===== config.mk =====
export PLATFORM = sky130hd
export DESIGN_NAME = dma_chan_addr_ctr
export DESIGN_NICKNAME = d
export VERILOG_FILES = /design/src/rtl/dma_ac_pkg.sv /design/src/rtl/dma_ac_addr_gen.sv /design/src/rtl/dma_ac_blk_ctr.sv /design/src/rtl/dma_chan_addr_ctr.sv
export SDC_FILE = /design/constraint.sdc
export NUM_CORES = 1
export LEC_CHECK = 0
export ABC_CLOCK_PERIOD_IN_PS = 5000
export CELL_PAD_IN_SITES_DETAIL_PLACEMENT = 0
export CELL_PAD_IN_SITES_GLOBAL_PLACEMENT = 1
export CORE_AREA = 3 3 167 169
export CTS_BUF_LIST = sky130_fd_sc_hd__clkbuf_4 sky130_fd_sc_hd__clkbuf_8
export DETAILED_ROUTE_END_ITERATION = 10
export DIE_AREA = 0 0 170 172
export HOLD_SLACK_MARGIN = 0.03
export PLACE_DENSITY_LB_ADDON = 0.1
export SYNTH_ARGS = -nofsm -noshare
export SYNTH_HDL_FRONTEND = slang
export SYNTH_SLANG_ARGS = --single-unit

===== constraint.sdc =====
create_clock -name clk -period 5 [get_ports clk]
set_input_delay 1.25 -clock clk [delete_from_list [all_inputs] [get_ports clk]]
set_output_delay 1.25 -clock clk [all_outputs]
set_load 0.01 [all_outputs]

===== src/rtl/dma_ac_pkg.sv =====
package dma_ac_pkg;
  localparam int ADDR_W  = 32;
  localparam int WCODE_W = 3;
  localparam int CNT_W   = 12;

  typedef enum logic [1:0] {
    STEP_UP   = 2'b00,
    STEP_DOWN = 2'b01,
    STEP_HOLD = 2'b10
  } step_mode_e;

  function automatic logic [ADDR_W-1:0] step_bytes(input logic [WCODE_W-1:0] w);
    return ADDR_W'(1) << w;
  endfunction

  function automatic logic [ADDR_W-1:0] next_addr(input logic [ADDR_W-1:0] a,
                                                  input logic [WCODE_W-1:0] w,
                                                  input logic [1:0] m);
    logic [ADDR_W-1:0] r;
    r = a;
    if (m == STEP_UP)        r = a + step_bytes(w);
    else if (m == STEP_DOWN) r = a - step_bytes(w);
    return r;
  endfunction

  function automatic logic is_aligned(input logic [ADDR_W-1:0] a,
                                      input logic [WCODE_W-1:0] w);
    return (a & (step_bytes(w) - ADDR_W'(1))) == '0;
  endfunction
endpackage


===== src/rtl/dma_ac_addr_gen.sv =====
module dma_ac_addr_gen
  import dma_ac_pkg::*;
(
  input  logic               clk,
  input  logic               rst,
  input  logic               load,
  input  logic [ADDR_W-1:0]  load_addr,
  input  logic [WCODE_W-1:0] load_width,
  input  logic [1:0]         load_mode,
  input  logic               load_reload,
  input  logic               beat,
  input  logic               blk_end,
  output logic [ADDR_W-1:0]  addr,
  output logic               reload_q
);
  logic [ADDR_W-1:0]  base_q;
  logic [WCODE_W-1:0] width_q;
  logic [1:0]         mode_q;

  always_ff @(posedge clk) begin
    if (rst) begin
      addr     <= '0;
      base_q   <= '0;
      width_q  <= '0;
      mode_q   <= '0;
      reload_q <= 1'b0;
    end else if (load) begin
      addr     <= load_addr;
      base_q   <= load_addr;
      width_q  <= load_width;
      mode_q   <= load_mode;
      reload_q <= load_reload;
    end else if (blk_end && reload_q) begin
      addr <= base_q;
    end else if (beat) begin
      addr <= next_addr(addr, width_q, mode_q);
    end
  end

  // upward step by the width-derived byte count
  a_r3_step_up: assert property (@(posedge clk) disable iff (rst)
    (beat && !load && !(blk_end && reload_q) && mode_q == 2'b00)
      |=> addr == $past(addr) + (ADDR_W'(1) << $past(width_q)));

  // hold modes leave the address alone
  a_r4_hold: assert property (@(posedge clk) disable iff (rst)
    (!load && !(blk_end && reload_q) && mode_q[1]) |=> $stable(addr));

  // reload returns to the captured start address
  a_r9_reload: assert property (@(posedge clk) disable iff (rst)
    (blk_end && reload_q && !load) |=> addr == $past(base_q));
endmodule


===== src/rtl/dma_ac_blk_ctr.sv =====
module dma_ac_blk_ctr
  import dma_ac_pkg::*;
(
  input  logic             clk,
  input  logic             rst,
  input  logic             load,
  input  logic [CNT_W-1:0] load_size,
  input  logic             load_pfc,
  input  logic             beat,
  input  logic             last,
  input  logic             cont,
  output logic [CNT_W-1:0] count,
  output logic             blk_end
);
  localparam logic [CNT_W-1:0] CNT_MAX = '1;

  logic [CNT_W-1:0] size_q;
  logic             pfc_q;
  logic [CNT_W-1:0] count_inc;

  assign count_inc = count + CNT_W'(1);

  always_comb begin
    if (pfc_q) blk_end = last;
    else       blk_end = beat && (count_inc == size_q);
  end

  always_ff @(posedge clk) begin
    if (rst) begin
      count  <= '0;
      size_q <= '0;
      pfc_q  <= 1'b0;
    end else if (load) begin
      count  <= '0;
      size_q <= load_size;
      pfc_q  <= load_pfc;
    end else if (blk_end && cont) begin
      count <= '0;
    end else if (beat && !(pfc_q && count == CNT_MAX)) begin
      count <= count_inc;
    end
  end

  // saturation under peripheral flow control
  a_r8_saturate: assert property (@(posedge clk) disable iff (rst)
    (pfc_q && count == CNT_MAX && !load && !(blk_end && cont)) |=> count == CNT_MAX);

  // the count never jumps by more than one item
  a_r6_single_step: assert property (@(posedge clk) disable iff (rst)
    !load |=> (count == '0 || count == $past(count) || count == $past(count) + CNT_W'(1)));
endmodule


===== src/rtl/dma_chan_addr_ctr.sv =====
module dma_chan_addr_ctr
  import dma_ac_pkg::*;
(
  input  logic        clk,
  input  logic        rst,
  input  logic        start,
  input  logic [31:0] cfg_src_addr,
  input  logic [31:0] cfg_dst_addr,
  input  logic [2:0]  cfg_src_width,
  input  logic [2:0]  cfg_dst_width,
  input  logic [1:0]  cfg_src_mode,
  input  logic [1:0]  cfg_dst_mode,
  input  logic [11:0] cfg_blk_size,
  input  logic        cfg_periph_fc,
  input  logic        cfg_src_reload,
  input  logic        cfg_dst_reload,
  input  logic        src_beat,
  input  logic        dst_beat,
  input  logic        last_req,
  output logic [31:0] src_addr,
  output logic [31:0] dst_addr,
  output logic [11:0] item_count,
  output logic        blk_done,
  output logic        busy,
  output logic        align_err
);
  logic aligned, load_ok, active;
  logic sb, db, lr, blk_end;
  logic src_rl, dst_rl, cont;

  assign aligned = is_aligned(cfg_src_addr, cfg_src_width) &&
                   is_aligned(cfg_dst_addr, cfg_dst_width);
  assign load_ok = start && aligned;
  assign active  = busy && !start;
  assign sb      = src_beat && active;
  assign db      = dst_beat && active;
  assign lr      = last_req && active;
  assign cont    = src_rl || dst_rl;

  dma_ac_addr_gen u_src (
    .clk(clk), .rst(rst), .load(load_ok), .load_addr(cfg_src_addr),
    .load_width(cfg_src_width), .load_mode(cfg_src_mode),
    .load_reload(cfg_src_reload), .beat(sb), .blk_end(blk_end),
    .addr(src_addr), .reload_q(src_rl));

  dma_ac_addr_gen u_dst (
    .clk(clk), .rst(rst), .load(load_ok), .load_addr(cfg_dst_addr),
    .load_width(cfg_dst_width), .load_mode(cfg_dst_mode),
    .load_reload(cfg_dst_reload), .beat(db), .blk_end(blk_end),
    .addr(dst_addr), .reload_q(dst_rl));

  dma_ac_blk_ctr u_ctr (
    .clk(clk), .rst(rst), .load(load_ok), .load_size(cfg_blk_size),
    .load_pfc(cfg_periph_fc), .beat(sb), .last(lr), .cont(cont),
    .count(item_count), .blk_end(blk_end));

  always_ff @(posedge clk) begin
    if (rst) begin
      busy      <= 1'b0;
      blk_done  <= 1'b0;
      align_err <= 1'b0;
    end else begin
      blk_done <= blk_end;
      if (start) begin
        align_err <= !aligned;
        busy      <= aligned;
      end else if (blk_end && !cont) begin
        busy <= 1'b0;
      end
    end
  end

  // every block end is followed by the done pulse
  a_r7_done_after_end: assert property (@(posedge clk) disable iff (rst)
    blk_end |=> blk_done);

  // idle channel ignores beats
  a_r5_idle_quiet: assert property (@(posedge clk) disable iff (rst)
    (!busy && !start) |=> ($stable(src_addr) && $stable(dst_addr) && !blk_done));

  // misaligned start is rejected
  a_r10_reject: assert property (@(posedge clk) disable iff (rst)
    (start && !aligned) |=> (align_err && !busy && $stable(src_addr) && $stable(dst_addr)));
endmodule


Word level (Yosys, flattened, before mapping)
Cells that the tools add are included.
{"block": "totals", "reg_bits": 168, "input_bits": 95, "wordCells": 76}
{"block": "op_classes", "add_sub_neg": 7, "eq_ne": 4, "n_shift": 4, "n_mux": 13, "bitwise": 2, "reduce_logical": 30}
{"operator": "$mux 32", "n": 10}
{"operator": "$shl 1x3->32 const A", "n": 4}
{"operator": "$add 32x32->32", "n": 2}
{"operator": "$and 32x32->32", "n": 2}
{"operator": "$logic_not 32->1", "n": 2}
{"operator": "$sub 32x1->32 const B", "n": 2}
{"operator": "$sub 32x32->32", "n": 2}
{"operator": "$logic_and 1x1->1", "n": 13}
{"operator": "$add 12x1->12 const B", "n": 1}
{"operator": "$eq 12x12->1", "n": 1}
{"operator": "$eq 12x12->1 const B", "n": 1}
{"operator": "$reduce_bool 4->1", "n": 2}
{"operator": "$reduce_bool 3->1", "n": 2}
{"operator": "$eq 2x1->1 const B", "n": 2}
{"operator": "$logic_not 1->1", "n": 4}
{"operator": "$logic_not 2->1", "n": 2}
{"operator": "$reduce_and 2->1", "n": 2}
{"operator": "$mux 1", "n": 3}
{"operator": "$reduce_or 3->1", "n": 1}
{"operator": "$reduce_bool 2->1", "n": 1}
{"operator": "$logic_or 1x1->1", "n": 1}

Logic depth before layout (Yosys ltp)
Gate-level depths: netlist of the first run.
{"block": "depth", "depth_word": 8, "depth_mapped": 14, "ltp_nobuf": 14}

By module
Synthesis of the first run repeated with hierarchy kept, for this count alone.
{"block": "hier_totals", "cells_unflattened": 1464, "area_unflattened_um2": 11669.9}
{"mod": "dma_ac_addr_gen (u_src)", "n_inst": 1, "cells_each": 624, "area_each_um2": 4887.2, "seq_area_each_um2": 1401.3}
{"mod": "dma_ac_addr_gen (u_dst)", "n_inst": 1, "cells_each": 605, "area_each_um2": 4782.1, "seq_area_each_um2": 1401.3}
{"mod": "dma_ac_blk_ctr", "n_inst": 1, "cells_each": 154, "area_each_um2": 1418.9, "seq_area_each_um2": 500.5}
{"mod": "dma_chan_addr_ctr", "n_inst": 1, "cells_each": 81, "area_each_um2": 581.8, "seq_area_each_um2": 60.1}

Worst setup path before layout of the first run
OpenSTA, ideal clock, no wires.
{"block": "synth_timing", "path_kind": "reg-to-reg", "start": "register u_src.mode_q[1]", "end": "register u_src.addr[16]", "t_arrival_ps": 3385, "slack_ps": 1530, "path_stages_with_launch": 15, "path_buffers": 0, "synth_period_minus_slack_ps": 3470, "path_cell_list": "dfxtp_1 -> nor2_1 -> inv_1 -> nor2_1 -> nor3_1 -> fa_1 -> a21oi_1 -> nor2_1 -> a2111o_1 -> a221o_1 -> a31o_2 -> a21oi_1 -> xnor2_1 -> a31o_1 -> a211oi_1"}
{"block": "synth_between", "elab_chain_len": 5, "word_cells_on_any_way": 8}
{"item": "start, declared", "line_no": "dma_ac_addr_gen.sv:18", "rtl": "logic [1:0] mode_q;"}
{"item": "start signal, assigned", "line_no": "dma_ac_addr_gen.sv:31", "rtl": "mode_q <= load_mode;"}
{"item": "$logic_not 2->1", "line_no": "dma_ac_pkg.sv:21", "rtl": "if (m == STEP_UP) r = a + step_bytes(w);"}
{"item": "$mux 32", "line_no": "dma_ac_pkg.sv:21"}
{"item": "$mux 32", "line_no": "dma_ac_addr_gen.sv:35", "rtl": "end else if (beat) begin"}
{"item": "$mux 32", "line_no": "dma_ac_addr_gen.sv:33", "rtl": "end else if (blk_end && reload_q) begin"}
{"item": "$mux 32", "line_no": "dma_ac_addr_gen.sv:27", "rtl": "end else if (load) begin"}
{"item": "end signal, assigned", "line_no": "dma_ac_addr_gen.sv:28", "rtl": "addr <= load_addr;"}
{"item": "end signal, assigned", "line_no": "dma_ac_addr_gen.sv:34", "rtl": "addr <= base_q;"}
{"item": "end signal, assigned", "line_no": "dma_ac_addr_gen.sv:36", "rtl": "addr <= next_addr(addr, width_q, mode_q);"}
{"item": "end, declared", "line_no": "dma_ac_addr_gen.sv:13", "rtl": "output logic [ADDR_W-1:0] addr,"}
Several ways; a longest one is shown, not always the timed one. The select of a mux whose other input is x is not followed.
A chain may end at the register's enable or synchronous reset.

Final worst setup path of the first run
{"block": "layout_timing", "start": "register u_dst.mode_q[1]", "end": "register u_dst.addr[16]"}
{"block": "layout_between", "elab_chain_len": 5, "word_cells_on_any_way": 8}
{"item": "start, declared", "line_no": "dma_ac_addr_gen.sv:18"}
{"item": "start signal, assigned", "line_no": "dma_ac_addr_gen.sv:31"}
{"item": "$logic_not 2->1", "line_no": "dma_ac_pkg.sv:21"}
{"item": "$mux 32", "line_no": "dma_ac_pkg.sv:21"}
{"item": "$mux 32", "line_no": "dma_ac_addr_gen.sv:35"}
{"item": "$mux 32", "line_no": "dma_ac_addr_gen.sv:33"}
{"item": "$mux 32", "line_no": "dma_ac_addr_gen.sv:27"}
{"item": "end signal, assigned", "line_no": "dma_ac_addr_gen.sv:28"}
{"item": "end signal, assigned", "line_no": "dma_ac_addr_gen.sv:34"}
{"item": "end signal, assigned", "line_no": "dma_ac_addr_gen.sv:36"}
{"item": "end, declared", "line_no": "dma_ac_addr_gen.sv:13"}
Several ways; a longest one is shown, not always the timed one. The select of a mux whose other input is x is not followed.

==> tab_implementation.tex, run 1 <==
\begin{tabular}{lr}
\hline
Metric & Value \\
\hline
\multicolumn{2}{l}{\textbf{Run status}} \\
\quad Outcome & completed \\
\multicolumn{2}{l}{\textbf{Power}} \\
\quad Total power consumption of the routed design & $\sim$0.0027 W \\
\quad Power per unit of standard cell area & $\sim$200 nW/um\^{}2 \\
\quad Worst voltage drop across the vdd grid & 0.160 mV \\
\quad Leak pwr & about 4.8 nW \\
\quad Cell internal power dissipation & just under 0.002 W \\
\quad Switching power total & 0.000732 W \\
\quad Clock network fraction of design power & 0.411 \\
\quad Switching portion of total power & 0.275 \\
\quad Combinational Power Share & 0.080 \\
\quad Sequential cell fraction of total power & 0.509 \\
\multicolumn{2}{l}{\textbf{Floorplan}} \\
\quad Site row count & 60 \\
\quad Core Region & between 20000 and 30000 um\^{}2 \\
\quad Number of primary I/O pins & 174 \\
\quad Initial Util & 0.396 \\
\quad Height of the chip & 172 um \\
\quad Die Footprint & 29200 um\^{}2 \\
\quad Die Span X & 170 um \\
\multicolumn{2}{l}{\textbf{Synthesis}} \\
\quad Yosys warns & 0 \\
\quad Top cell type's share of synthesized area & 0.318 \\
\quad Library cell with the largest summed area after synthesis & sky130\_fd\_sc\_hd\_\_dfxtp\_1 \\
\quad Number of flops mapped to enable cells by yosys & 0 \\
\quad Portion of the post-synthesis area used by sequential elements & 0.318 \\
\quad Netlist area before placement & 10600 um\^{}2 \\
\quad Mean cell area of the mapped netlist & 7.58 um\^{}2 \\
\quad Main area contributors after synthesis & sky130\_fd\_sc\_hd\_\_dfxtp\_1 32\%, sky130\_fd\_sc\_hd\_\_a21oi\_1 8.6\%, sky130\_fd\_sc\_hd\_\_nand2\_1 8.6\% \\
\quad Most used standard cell by instance count after synthesis & sky130\_fd\_sc\_hd\_\_nand2\_1 \\
\quad Number of distinct library cells after synthesis & 74 \\
\quad Most common library cells after synthesis & 241 x sky130\_fd\_sc\_hd\_\_nand2\_1, 181 x sky130\_fd\_sc\_hd\_\_a21oi\_1, 168 x sky130\_fd\_sc\_hd\_\_dfxtp\_1, 159 x sky130\_fd\_sc\_hd\_\_nor2\_1, 65 x sky130\_fd\_sc\_hd\_\_ha\_1 \\
\quad Cells after synthesis & 1395 \\
\quad Post-synthesis sequential element count & 168 \\
\quad Post-synthesis async set-or-reset flop share & 0 \\
\quad Post-synth net total & approximately 1600 \\
\quad Most instantiated flip-flop cell in the synthesis netlist & sky130\_fd\_sc\_hd\_\_dfxtp\_1 \\
\multicolumn{2}{l}{\textbf{Detailed routing}} \\
\quad Via count & 10400 \\
\quad Starting DRT DRC Count & between 500 and 600 \\
\quad Final routed DRC violation total & 0 \\
\quad Wire length per cell & 17.3 um \\
\quad Number of nets still failing antenna checks after routing & 0 \\
\quad Ratio of routed vias to standard cells & 5.53 \\
\quad Sum of routed wire length over all layers & 32.6 mm \\
\quad DRT Pass-1 Iters & 5 \\
\multicolumn{2}{l}{\textbf{Setup path}} \\
\quad Worst Path Required & approximately 5400 ps \\
\quad Worst-path cell with the longest stage delay & sky130\_fd\_sc\_hd\_\_fa\_1 \\
\quad Critical path launch point type & flip-flop \\
\quad Critical Path AT & 4380 ps \\
\quad Critical Path Sink Type & flip-flop \\
\quad Worst Setup SP & u\_dst.mode\_q[1] \\
\quad Most common cell type on the critical path & sky130\_fd\_sc\_hd\_\_nor2\_1 \\
\quad Critical path buffers and inverters & 1 \\
\quad Capture instance of the worst register-to-register path & u\_dst.addr[16] \\
\quad Depth of the critical timing path with buffers and inverters included & 14 \\
\quad Depth of the worst register-to-register path & 14 \\
\quad End point of the critical path & u\_dst.addr[16] \\
\quad CP max stage delay & 480 ps \\
\quad Critical path type & flip-flop to flip-flop \\
\quad R2R Setup Slk & 980 ps \\
\quad Top delay family on crit path & compound AO/OA/AOI/OAI gates \\
\quad Crit-path max FO & 15 \\
\quad Launch instance of the worst register-to-register path & u\_dst.mode\_q[1] \\
\quad Crit-path cells & nor2\_1, inv\_1, nor2\_1, nor3\_1, fa\_1, a211oi\_1, o211ai\_1, a21oi\_1, o211a\_1, nor2\_1, a211oi\_1, xor2\_1, o21ai\_0, a311o\_1 \\
\multicolumn{2}{l}{\textbf{Clock network}} \\
\quad Largest buffer count on any clock path & 2 \\
\quad Worst-Skew Late Latency & 490 ps \\
\quad Root Driver & sky130\_fd\_sc\_hd\_\_clkbuf\_8 \\
\quad Post-CTS resize count & 0 \\
\quad Number of buffers created by CTS & 17 \\
\quad Sinks on the clock net & 168 \\
\quad Post CTS Setup Buffer Count & 0 \\
\quad Clock tree from TritonCTS & done \\
\quad Clock edge transition at the registers on the reported setup and hold paths & 90 ps \\
\quad Number of buffers inserted for hold repair after clock tree synthesis & 0 \\
\quad Clock H-tree levels & 4 \\
\multicolumn{2}{l}{\textbf{GRT}} \\
\quad Global Route Usage Sum & 0.217 \\
\quad Most utilized layer in the global route result & met2 \\
\quad Vias in the first global route & 9915 \\
\quad Overflow left after global routing & 0 \\
\quad GR Util met2 & 0.375 \\
\quad Pin count of the biggest net entering global routing & 63 \\
\quad Number of antenna violations at the first check in global routing & 1 \\
\quad Met3 Usage GRT & 0.0354 \\
\quad Global-route wire length before repair & 51.5 mm \\
\quad Met1 track demand over resource & 0.284 \\
\multicolumn{2}{l}{\textbf{Final layout}} \\
\quad Final design utilization & 0.488 \\
\quad Area growth from synthesis to final layout & 23.3\% \\
\quad Share of cells above drive strength 1 & 0.0596 \\
\quad \# nets final & 1693 \\
\multicolumn{2}{l}{\textbf{Place}} \\
\quad Pre-CTS setup slack & $\sim$620 ps \\
\quad HPWL reported at the end of detailed placement & between 20 and 25 mm \\
\quad Port Buffer Count & around 170 \\
\quad Routability-driven placement congestion ratio & 0.831 \\
\multicolumn{2}{l}{\textbf{Timing}} \\
\quad F\_max & 0.249 GHz \\
\quad Final-report setup violation count & 0 \\
\quad Smallest setup slack after layout & 978 ps \\
\quad Minimum hold slack & between 400 and 500 ps \\
\quad Final hold violation count & 0 \\
\quad Slew @ Worst Pin & 695 ps \\
\quad Total negative slack for setup checks & 0 ps \\
\quad RSZ-0062 raised after global routing & no \\
\quad Final period utilization & 0.804 \\
\quad Post-layout min period & slightly above 4000 ps \\
\quad Number of max-slew violations in the final report & 0 \\
\quad Post-route clock skew & 31.9 ps \\
\quad Max\_slew headroom & 0.537 \\
\multicolumn{2}{l}{\textbf{Min path}} \\
\quad Type of the worst min-delay path & flip-flop to flip-flop \\
\multicolumn{2}{l}{\textbf{Run}} \\
\quad Number of maximum-capacitance constraint violations & 0 \\
\hline
\end{tabular}
==> logic make-up after synthesis <==
| logic type | after synthesis | share of synthesized area |
|---|---|---|
| XOR/XNOR | 80 | 0.0662 |
| AND/OR/NAND/NOR | 542 | 0.226 |
| adder cells (fa/ha/maj) | 67 | 0.0807 |
| buffers and inverters | 108 | 0.0434 |
| multiplexers | 5 | 0.00473 |
| AO/OA/AOI/OAI | 425 | 0.261 |
| flip-flops | 168 | 0.318 |
==> metrics by stage <==
step,std cells,area [um^2]
floorplan,1395,10600
global placement,1853,12600
detailed placement,1853,12600
CTS,1885,13000
global route,1886,13000
finish,1886,13000
==> layer usage <==
layer	routed length (um)	up-vias
li1	-	5274
met1	15100	4906
met2	15500	227
met3	1340	31
met4	553	0
met5	0	-
==> cells in the final DEF (no fill, tap or decap), types with 5 or more instances in the layout <==
cell,count
sky130_fd_sc_hd__a211oi_1,38
sky130_fd_sc_hd__a211oi_2,5
sky130_fd_sc_hd__a21boi_0,5
sky130_fd_sc_hd__a21o_1,21
sky130_fd_sc_hd__a21oi_1,181
sky130_fd_sc_hd__a31oi_1,13
sky130_fd_sc_hd__and2_1,9
sky130_fd_sc_hd__buf_4,28
sky130_fd_sc_hd__clkbuf_8,17
sky130_fd_sc_hd__clkdlybuf4s50_1,172
sky130_fd_sc_hd__dfxtp_1,168
sky130_fd_sc_hd__ha_1,65
sky130_fd_sc_hd__inv_1,23
sky130_fd_sc_hd__inv_6,7
sky130_fd_sc_hd__mux2i_1,5
sky130_fd_sc_hd__nand2_1,241
sky130_fd_sc_hd__nand2b_1,6
sky130_fd_sc_hd__nand3_1,37
sky130_fd_sc_hd__nand4_1,9
sky130_fd_sc_hd__nor2_1,159
sky130_fd_sc_hd__nor3_1,22
sky130_fd_sc_hd__nor4_1,11
sky130_fd_sc_hd__o211ai_1,32
sky130_fd_sc_hd__o21a_1,9
sky130_fd_sc_hd__o21ai_0,44
sky130_fd_sc_hd__o221ai_1,30
sky130_fd_sc_hd__or2_2,7
sky130_fd_sc_hd__xnor2_1,44
sky130_fd_sc_hd__xor2_1,36
==> cell type report <==
class	count	area (um^2)
Multi-Input combinational cell	1119	6770
Clock inverter	15	196
Sequential cell	168	3360
Inverter	23	86.3
Clock buffer	17	234
Antenna cell	1	2.50
Fill cell	2731	13700
Timing Repair Buffer	202	1970
Tap cell	341	427
==> worst min path at each step <==
| stage | from | end | slack, ps | depth (start not counted) |
|---|---|---|---|---|
| 2_1_floorplan | u_dst.base_q[16] | u_dst.base_q[16] | 430 | 2 |
| 3_3_place_gp | u_dst.base_q[16] | u_dst.base_q[16] | 440 | 2 |
| 3_5_place_dp | u_src.mode_q[0] | u_src.mode_q[0] | 440 | 2 |
| 4_1_cts | u_src.mode_q[0] | u_src.mode_q[0] | 460 | 2 |
| 5_1_grt | u_dst.base_q[30] | u_dst.base_q[30] | 480 | 2 |
| 6_report | u_src.mode_q[0] | u_src.mode_q[0] | 450 | 2 |
==> state kept, by name (all words and copies together), names as in the netlist <==
signal and flops:
u_src.base_q 32, busy 1, u_dst.base_q 32, u_ctr.pfc_q 1, u_src.width_q 3, u_dst.addr 32, u_src.reload_q 1, align_err 1
blk_done 1, u_ctr.size_q 12, u_ctr.count 12, u_dst.reload_q 1, u_src.addr 32, u_dst.mode_q 2, u_src.mode_q 2, u_dst.width_q 3
==> tightest hold or removal path, stage by stage (launching register included) <==
cell	delay, ps
sky130_fd_sc_hd__dfxtp_1	320
sky130_fd_sc_hd__nand2_1	50
sky130_fd_sc_hd__a21oi_1	50
==> power by group through the flow <==
stage	logic [W]	clock network [W]	registers, W
6_report	0.000213	0.00110	0.00135
5_1_grt	0.000231	0.00118	0.00136
4_1_cts	0.000214	0.00112	0.00136
3_5_place_dp	0.000213	0	0.00139
3_3_place_gp	0.000214	0	0.00139
2_1_floorplan	0.0000822	0	0.00139
Note: power is estimated with default switching activity, not from simulation.
==> inputs of run 2 (changes only) <==
ABC_CLOCK_PERIOD_IN_PS = 3480   (was 5000)
CORE_AREA = 3 3 174 176   (was 3 3 167 169)
DIE_AREA = 0 0 177 179   (was 0 0 170 172)
clock period = 3.48 ns   (was 5 ns; I/O delays follow)
==> tab_implementation.tex, run 2 (same netlist as run 1, synthesis figures left out) <==
\begin{tabular}{lr}
\hline
Metric & Value \\
\hline
\multicolumn{2}{l}{\textbf{Setup path}} \\
\quad Worst Setup SP & u\_src.mode\_q[1] \\
\quad Crit-path max FO & 6 \\
\quad Worst-path cell with the longest stage delay & sky130\_fd\_sc\_hd\_\_a2111o\_1 \\
\quad Launch instance of the worst register-to-register path & u\_src.mode\_q[1] \\
\quad CP max stage delay & 460 ps \\
\quad Crit-path cells & nor2\_2, buf\_4, o21ai\_0, ha\_1, a21o\_1, a2111o\_1, a221o\_1, a31o\_2, a21oi\_1, xnor2\_1, a31o\_1, a211oi\_1 \\
\quad Critical Path Sink Type & flip-flop \\
\quad Critical path launch point type & flip-flop \\
\quad Worst Path Required & 3870 ps \\
\quad Depth of the worst register-to-register path & 12 \\
\quad Critical path type & flip-flop to flip-flop \\
\quad Critical Path AT & $\sim$3600 ps \\
\multicolumn{2}{l}{\textbf{Timing}} \\
\quad Number of max-slew violations in the final report & 0 \\
\quad Max\_slew headroom & 0.657 \\
\quad Post-route clock skew & 21.6 ps \\
\quad F\_max & 0.307 GHz \\
\quad Final-report setup violation count & 0 \\
\quad Post-layout min period & 3250 ps \\
\quad Slew @ Worst Pin & 515 ps \\
\quad Final hold violation count & 0 \\
\quad Final period utilization & 0.935 \\
\quad RSZ-0062 raised after global routing & no \\
\quad Minimum hold slack & 452 ps \\
\quad Smallest setup slack after layout & 226 ps \\
\multicolumn{2}{l}{\textbf{Detailed routing}} \\
\quad Starting DRT DRC Count & 459 \\
\quad Wire length per cell & 17.2 um \\
\quad DRT Pass-1 Iters & 5 \\
\quad Final routed DRC violation total & 0 \\
\quad Via count & 10500 \\
\quad Number of nets still failing antenna checks after routing & 0 \\
\quad Sum of routed wire length over all layers & 33.8 mm \\
\quad Ratio of routed vias to standard cells & 5.33 \\
\multicolumn{2}{l}{\textbf{Run}} \\
\quad Number of maximum-capacitance constraint violations & 0 \\
\multicolumn{2}{l}{\textbf{Final layout}} \\
\quad Number of inserted filler cells in the final layout & 2926 \\
\quad Area growth from synthesis to final layout & 27.6\% \\
\quad \# diodes & 0 \\
\quad Area of the multi-input gates & 6820 um\^{}2 \\
\quad Cell area after layout & between 10000 and 15000 um\^{}2 \\
\quad \# nets final & 1731 \\
\quad Commonest non-fill, non-tap cell in the layout & sky130\_fd\_sc\_hd\_\_nand2\_1 \\
\quad Flip-flop and latch area & 3370 um\^{}2 \\
\quad Share of cells above drive strength 1 & 0.0917 \\
\quad Highest-count cells in the layout ignoring fill and taps & 241 x sky130\_fd\_sc\_hd\_\_nand2\_1, 178 x sky130\_fd\_sc\_hd\_\_a21oi\_1, 172 x sky130\_fd\_sc\_hd\_\_clkdlybuf4s50\_1 \\
\multicolumn{2}{l}{\textbf{Floorplan}} \\
\quad Number of primary I/O pins & 174 \\
\quad Core Region & approximately 29000 um\^{}2 \\
\quad Height of the chip & about 180 um \\
\quad Site row count & 62 \\
\quad Initial Util & 0.368 \\
\quad Die Span X & 177 um \\
\quad Die Footprint & 31700 um\^{}2 \\
\multicolumn{2}{l}{\textbf{Place}} \\
\quad Port Buffer Count & 173 \\
\quad Placed standard-cell area & 13100 um\^{}2 \\
\quad Routability-driven placement congestion ratio & 0.860 \\
\quad Pre-CTS setup slack & -117 ps \\
\quad HPWL reported at the end of detailed placement & 25.2 mm \\
\multicolumn{2}{l}{\textbf{GRT}} \\
\quad Vias in the first global route & 10100 \\
\quad Pin count of the biggest net entering global routing & 61 \\
\quad Overflow left after global routing & 0 \\
\quad Number of antenna violations at the first check in global routing & 1 \\
\quad Global Route Usage Sum & 0.213 \\
\quad Global-route wire length before repair & between 50 and 60 mm \\
\multicolumn{2}{l}{\textbf{Clock network}} \\
\quad Number of buffers created by CTS & 17 \\
\quad Largest buffer count on any clock path & 2 \\
\quad Clock edge transition at the registers on the reported setup and hold paths & roughly 110 ps \\
\quad Clock H-tree levels & 4 \\
\quad Clock tree from TritonCTS & done \\
\quad Root Driver & sky130\_fd\_sc\_hd\_\_clkbuf\_8 \\
\quad Worst-Skew Late Latency & 480 ps \\
\quad Sinks on the clock net & 168 \\
\multicolumn{2}{l}{\textbf{Min path}} \\
\quad Type of the worst min-delay path & flip-flop to flip-flop \\
\quad Hold depth & 2 \\
\quad Hold wc startpoint & u\_dst.base\_q[31] \\
\multicolumn{2}{l}{\textbf{Run status}} \\
\quad Outcome & completed \\
\multicolumn{2}{l}{\textbf{Power}} \\
\quad Power per unit of standard cell area & about 270 nW/um\^{}2 \\
\quad Worst voltage drop across the vdd grid & approximately 0.22 mV \\
\quad Leak pwr & 5.07 nW \\
\hline
\end{tabular}
[run 2: path summary, 6_finish.rpt]
check                     endpoint  slack, ps
setup / recovery    u_src.addr[16]        230
hold / removal    u_dst.base_q[31]        450
setup reg to reg    u_src.addr[16]        230
hold reg to reg   u_dst.base_q[31]        450
[run 2: stage by stage]
step	total power, W	std cells	util	TNS, ps
finish	0.00369	1966	0.469	0
global route	0.00386	1966	0.469	0
CTS	0.00374	1966	0.467	0
detailed placement	0.00231	1934	0.454	-3370
global placement	0.00231	1934	0.454	-876
floorplan	0.00211	1395	-	0
[run 2: layout make-up]
cell class,instances,area share
inverter,23,0.00639
clock buffer,19,0.0194
sequential,168,0.249
clock inverter,13,0.00889
multi-input combinational,1119,0.505
tap,384,0.0356
timing repair buffer,240,0.175
[run 2: where the power goes]
| part | total, W | leakage (nW) | internal, W | switching [W] |
|---|---|---|---|---|
| sequential | 0.00195 | 1.35 | 0.00193 | 0.0000119 |
| clock | 0.00142 | 0.201 | 0.000570 | 0.000854 |
| combinational | 0.000321 | 3.52 | 0.000169 | 0.000152 |
[run 2: critical path, delay by kind of cell, from the launching register on]
kind	cells	cell delay [ps]
AO/OA/AOI/OAI	8	2120
XOR/XNOR	1	90
AND/OR/NAND/NOR	1	60
adder cells (fa/ha/maj)	1	330
flip-flops	1	420
buffers and inverters	1	160
[run 2: repair_timing]
action,in CTS,in global routing
endpoints found under the hold margin,0,0
endpoints found under the setup margin,0,9
hold buffers,0,0
setup buffers,0,0
resized for setup,0,19
[run 2: per-layer routing]
metal	GRT usage	up-vias	part of all wire
met5	0	-	0.00047
met4	0.0448	2	0.015
met3	0.0347	27	0.034
met2	0.375	180	0.49
met1	0.274	4909	0.46
li1	-	5364	-
==> inputs of run 3 (changes only) <==
GPL_ROUTABILITY_DRIVEN = 0   (was not set)
==> results of run 3 <==
No change in the layout: final DEF, timing and power equal those of run 2.
